[src/rtl/bnn_xpop_pkg.sv]
package bnn_xpop_pkg;
    typedef enum logic [2:0] {
        ST_IDLE    = 3'd0,
        ST_COMBINE = 3'd1,
        ST_SCAN    = 3'd2,
        ST_SUM     = 3'd3,
        ST_FINISH  = 3'd4
    } xpop_state_t;
endpackage

[src/rtl/bnn_opmem.sv]
module bnn_opmem #(
    parameter int N  = 8,
    parameter int WW = 32,
    parameter int IW = 3
) (
    input  logic              clk,
    input  logic              rst_n,
    input  logic              we,
    input  logic [IW-1:0]     addr,
    input  logic [WW-1:0]     wdata,
    output logic [N*WW-1:0]   words
);
    for (genvar g = 0; g < N; g++) begin : g_word
        logic [WW-1:0] word_q;
        always_ff @(posedge clk) begin
            if (!rst_n) begin
                word_q <= '0;
            end else if (we && (addr == IW'(g))) begin
                word_q <= wdata;
            end
        end
        assign words[g*WW +: WW] = word_q;
    end
endmodule

[src/rtl/bnn_lane.sv]
module bnn_lane #(
    parameter int WW = 32,
    parameter int CW = 6
) (
    input  logic          clk,
    input  logic          rst_n,
    input  logic          load,
    input  logic          step,
    input  logic [WW-1:0] op_a,
    input  logic [WW-1:0] op_b,
    output logic [CW-1:0] count
);
    localparam logic [WW-1:0] MASK = WW'(1);

    logic [WW-1:0] diff_q;
    logic [CW-1:0] cnt_q;
    logic [WW-1:0] masked;

    assign masked = diff_q & MASK;

    always_ff @(posedge clk) begin
        if (!rst_n) begin
            diff_q <= '0;
            cnt_q  <= '0;
        end else if (load) begin
            diff_q <= op_a ^ op_b;
            cnt_q  <= '0;
        end else if (step) begin
            cnt_q  <= cnt_q + CW'(masked);
            diff_q <= diff_q >> 1;
        end
    end

    assign count = cnt_q;
endmodule

[src/rtl/bnn_reduce.sv]
module bnn_reduce #(
    parameter int N  = 8,
    parameter int CW = 6,
    parameter int TW = 9,
    parameter int IW = 3
) (
    input  logic            clk,
    input  logic            rst_n,
    input  logic            clr,
    input  logic            step,
    input  logic [IW-1:0]   idx,
    input  logic [N*CW-1:0] counts,
    output logic [TW-1:0]   sum
);
    logic [CW-1:0] picked;
    logic [TW-1:0] sum_q;

    always_comb begin
        picked = '0;
        for (int k = 0; k < N; k++) begin
            if (idx == IW'(k)) picked = counts[k*CW +: CW];
        end
    end

    always_ff @(posedge clk) begin
        if (!rst_n) begin
            sum_q <= '0;
        end else if (clr) begin
            sum_q <= '0;
        end else if (step) begin
            sum_q <= sum_q + TW'(picked);
        end
    end

    assign sum = sum_q;
endmodule

[src/rtl/bnn_xpop_engine.sv]
module bnn_xpop_engine
    import bnn_xpop_pkg::*;
#(
    parameter int N  = 8,
    parameter int WW = 32,
    parameter int IW = (N > 1) ? $clog2(N) : 1,
    parameter int TW = $clog2(WW * N + 1)
) (
    input  logic                 clk,
    input  logic                 rst_n,
    input  logic                 wr_en,
    input  logic                 wr_sel,
    input  logic [IW-1:0]        wr_addr,
    input  logic [WW-1:0]        wr_data,
    input  logic                 start,
    output logic                 busy,
    output logic                 done,
    output logic [TW-1:0]        total,
    output logic signed [TW:0]   dot
);
    localparam int CW   = $clog2(WW + 1);
    localparam int PW   = $clog2(WW);
    localparam int FULL = WW * N;

    xpop_state_t state_q, state_d;
    logic [PW-1:0] pass_q;
    logic [IW-1:0] lane_q;
    logic [N*WW-1:0] a_words, b_words;
    logic [N*CW-1:0] lane_counts;
    logic we_a, we_b, lane_load, lane_step, sum_clr, sum_step;

    assign we_a = wr_en && !busy && !wr_sel;
    assign we_b = wr_en && !busy &&  wr_sel;

    bnn_opmem #(.N(N), .WW(WW), .IW(IW)) u_mem_a (
        .clk(clk), .rst_n(rst_n), .we(we_a), .addr(wr_addr),
        .wdata(wr_data), .words(a_words)
    );
    bnn_opmem #(.N(N), .WW(WW), .IW(IW)) u_mem_b (
        .clk(clk), .rst_n(rst_n), .we(we_b), .addr(wr_addr),
        .wdata(wr_data), .words(b_words)
    );

    for (genvar g = 0; g < N; g++) begin : g_lane
        bnn_lane #(.WW(WW), .CW(CW)) u_lane (
            .clk(clk), .rst_n(rst_n), .load(lane_load), .step(lane_step),
            .op_a(a_words[g*WW +: WW]), .op_b(b_words[g*WW +: WW]),
            .count(lane_counts[g*CW +: CW])
        );
    end

    bnn_reduce #(.N(N), .CW(CW), .TW(TW), .IW(IW)) u_reduce (
        .clk(clk), .rst_n(rst_n), .clr(sum_clr), .step(sum_step),
        .idx(lane_q), .counts(lane_counts), .sum(total)
    );

    // state register and pass / lane counters
    always_ff @(posedge clk) begin
        if (!rst_n) begin
            state_q <= ST_IDLE;
            pass_q  <= '0;
            lane_q  <= '0;
        end else begin
            state_q <= state_d;
            if (state_q == ST_COMBINE) begin
                pass_q <= '0;
                lane_q <= '0;
            end else if (state_q == ST_SCAN) begin
                pass_q <= pass_q + PW'(1);
            end else if (state_q == ST_SUM) begin
                lane_q <= lane_q + IW'(1);
            end
        end
    end

    // next-state logic
    always_comb begin
        state_d = state_q;
        unique case (state_q)
            ST_IDLE:    if (start) state_d = ST_COMBINE;
            ST_COMBINE: state_d = ST_SCAN;
            ST_SCAN:    if (pass_q == PW'(WW - 1)) state_d = ST_SUM;
            ST_SUM:     if (lane_q == IW'(N - 1)) state_d = ST_FINISH;
            ST_FINISH:  state_d = start ? ST_COMBINE : ST_IDLE;
            default:    state_d = ST_IDLE;
        endcase
    end

    // outputs and datapath controls
    always_comb begin
        busy      = 1'b0;
        done      = 1'b0;
        lane_load = 1'b0;
        lane_step = 1'b0;
        sum_clr   = 1'b0;
        sum_step  = 1'b0;
        unique case (state_q)
            ST_IDLE:    ;
            ST_COMBINE: begin busy = 1'b1; lane_load = 1'b1; sum_clr = 1'b1; end
            ST_SCAN:    begin busy = 1'b1; lane_step = 1'b1; end
            ST_SUM:     begin busy = 1'b1; sum_step = 1'b1; end
            ST_FINISH:  done = 1'b1;
            default:    ;
        endcase
    end

    assign dot = $signed((TW + 1)'(FULL)) - $signed({total, 1'b0});
endmodule

[config.mk]
export PLATFORM = sky130hd
export DESIGN_NAME = bnn_xpop_engine
export DESIGN_NICKNAME = d
export VERILOG_FILES = /design/src/rtl/bnn_xpop_pkg.sv /design/src/rtl/bnn_opmem.sv /design/src/rtl/bnn_lane.sv /design/src/rtl/bnn_reduce.sv /design/src/rtl/bnn_xpop_engine.sv
export SDC_FILE = /design/constraint.sdc
export NUM_CORES = 2
export LEC_CHECK = 0
export BUFFER_PORTS_ARGS = -buffer_cell sky130_fd_sc_hd__buf_2
export CAP_MARGIN = 25
export CORE_MARGIN = 8
export CORE_UTILIZATION = 50
export CTS_CLUSTER_DIAMETER = 150
export DETAILED_ROUTE_END_ITERATION = 8
export PLACE_DENSITY = 0.76
export SYNTH_ARGS = -nofsm -noshare
export SYNTH_HDL_FRONTEND = slang
export SYNTH_SLANG_ARGS = --single-unit
[constraint.sdc]
create_clock -name clk -period 6.2 [get_ports clk]
set_input_delay 0.31 -clock clk [delete_from_list [all_inputs] [get_ports clk]]
set_output_delay 0.31 -clock clk [all_outputs]
set_load 0.02 [all_outputs]
==> out/qor.yml <==
outcome: "finished, final reports clean"
final.setup.tns_ns: 0
wl_um: 96120
routedWlPerCell_um: 17.44
grt_pass1_wl_um: 153200
io_pins: 61
grt_pass1_vias: 27990
die_h_um: 286.5
crit_type: "reg -> reg"
worstPathArrival_ns: 4.18
whs_path_depth: 3
cp_slowest_cell: "ha_1"
start_util_pct: 50.31
h-tree-depth: 3
final_common_cell: "nand2_1"
synth_edf_count: 0
rsz0062_at_grt: "false"
worstPathRequired_ns: 6.72
reg2reg_slack_ns: 2.53
gp_congestion: 0.8467
finClkSkew_ns: 0.02423
ys_types: 59
cellPowerDensity_mw_per_mm2: 305.2
grt_max_degree: 321
hold_viol_final: 0
endpoint_kind: "flop"
hold_path_class: "in -> reg"
worst-path-max-fanout: 25
numCtsBuffers: 82
cts.sinks: 836
dr.pass1.iters: 5
drive_above_1_share_pct: 5.979
cts_tree: "built"
synth_nets: 4788
cp-startpoint: "lane_q[0]"
holdPathEnd: "u_mem_a.g_word[0].word_q[1]"
die_w_um: 286.5
grt_overflow: 0
die_area_mm2: 0.08207
fmax_ghz: 0.2729
finalCritPeriodShare_pct: 59.11
insertion_delay_ns: 0.64
design_area_mm2: 0.03987
track_usage_pct: 22.83
drv_cap: 0
ir_worst_vdd_v: 0.0002723
period_minus_slack_ns: 3.665
nFillCells: 6610
wl_met2_um: 44110
synth_cells: 4716
synth_ff_type: "dfxtp_1"
core_area_mm2: 0.07271
port_buffers: 59
avgViaCountPerCell: 5.453
netlist_area_mm2: 0.03658
syn_area_per_cell_um2: 7.756
routed.top_layer: "met5"
tightestPinTransition_ns: 1.348
row_count: 99
drt-initial-drc-count: 2799
layout_common_cells: "1834 x nand2_1, 836 x dfxtp_1, 450 x a21boi_0"
ant_nets: 0
critical_path.max_stage_delay_ns: 0.64
utilization_pct: 54.83
postCtsHoldBufs: 1
clk_pin_slew_ns: 0.07
placed_area_mm2: 0.03695
synth_warnings: 0
worst_setup_path_start_kind: "flop"
ctsResizeCount: 0
wl_met1_um: 42010
hpwl_um: 52170
antenna_found_initial: 7
drcViolationCount: 0
nNetsFinal: 4562
worstReg2RegStart: "lane_q[0]"
maxSlewViolCount: 0
p_leak_uw: 0.01477
cp_cell_sequence: "ha_1 -> nor2_1 -> nor2_1 -> a221oi_1 -> o31ai_1 -> ha_1 -> inv_1 -> fa_1 -> nor2b_1 -> o211ai_1 -> a21oi_1 -> nand4_1 -> mux2_2"
worstReg2RegEnd: "u_reduce.sum[8]"
finalPower_uw: 12170
wl_met3_um: 7190
rr_worst_depth: 13
min_from: "wr_data[1]"
cts_setup_buffers: 0
max_slew_margin_pct: 10.12
finalSetupViolations: 0
clock_path_buffers: 3
area_growth_pct: 9.003
vias: 30050
root_buffer: "clkbuf_16"
synthArstFlopShare_pct: 0
ys_seq_elements: 836
ys_seq_area_share_pct: 45.75
-- power breakdown --
group / switching (µW) / internal (µW)
clock: 2130 / 3160
sequential: 133 / 5600
combinational: 734 / 409
-- per-stage QoR --
step                std cells  hold WS (ns)  setup slack, ns
finish                   5511        0.1178            2.535
global route             5508        0.1060            2.214
CTS                      5506       0.08415            2.590
detailed placement       5362        0.4533            2.631
global placement         5359        0.4468            2.662
floorplan                4716        0.4406            3.085
-- area by class of cell --
class / count / area (µm²) / share of cell area, %
antenna: 3 / 7.507 / 0.01883
clock buffer: 115 / 2400 / 6.019
clock inverter: 28 / 459.2 / 1.152
inverter: 15 / 58.81 / 0.1475
multi-input combinational: 3458 / 18270 / 45.83
sequential: 836 / 16740 / 41.98
tap: 959 / 1200 / 3.009
timing repair buffer: 97 / 738.2 / 1.852
-- flip-flops by register name (all words and copies together) (netlist names) --
name	count
g_lane.u_lane.diff_q	256
u_mem_a.g_word.word_q	256
u_mem_b.g_word.word_q	256
g_lane.u_lane.count	48
u_reduce.sum	9
pass_q	5
lane_q	3
state_q	3
-- Yosys cell counts (6+ instances only) --
master,n,share of area (%)
or2_2,9,0.15
nand4_1,13,0.22
nor2_1,76,0.78
o21ai_0,12,0.16
buf_2,32,0.44
nor2b_1,10,0.17
ha_1,31,1.1
buf_1,20,0.21
clkbuf_1,348,3.6
xnor2_1,266,6.4
nand2_1,1835,19
a21boi_1,62,1.3
dfxtp_1,836,46
nand2_2,10,0.17
xor2_1,36,0.86
a22oi_1,8,0.16
and3_1,252,4.3
a21boi_0,450,9.2
a221oi_1,7,0.17
nand3_1,265,3.6
inv_1,14,0.14
nor3_1,6,0.082
a21oi_1,45,0.62
-- critical path: cells and delay by family, from the launching register on --
family | cells | cell delay (ns)
buffers and inverters | 1 | 0.08
flip-flops | 1 | 0.41
AO/OA/AOI/OAI | 4 | 0.71
multiplexers | 1 | 0.30
AND/OR/NAND/NOR | 4 | 0.72
adder cells (fa/ha/maj) | 3 | 1.33
-- cell families (layout without fill, tap and decap cells) --
logic type	Yosys count	count (layout)	share of synthesized area [%]
and+or+nand+nor	2508	2508	28.99
DFF	836	836	45.75
AOI/OAI and AO/OA	613	613	12.28
buffers and inverters	422	255	4.553
xor gates and xnor gates	302	302	7.231
adders and majority gates	32	32	1.115
muxes	2	2	0.06157
other	1	4	0.01025
-- metal layers --
| layer | up-vias | GRT usage, % |
|---|---|---|
| li1 | 14700 | - |
| met1 | 14270 | 30.58 |
| met2 | 916 | 37.33 |
| met3 | 164 | 3.954 |
| met4 | 6 | 7.155 |
| met5 | - | 0 |
-- how the worst max path moves through the flow --
stage                                 end  slack (ns)
after detailed placement  u_reduce.sum[8]        2.63
after floorplan           u_reduce.sum[8]        3.09
after global placement    u_reduce.sum[8]        2.66
after global routing      u_reduce.sum[8]        2.21
final                     u_reduce.sum[8]        2.53
after CTS                 u_reduce.sum[8]        2.59
(Power assumes the default switching activity.)
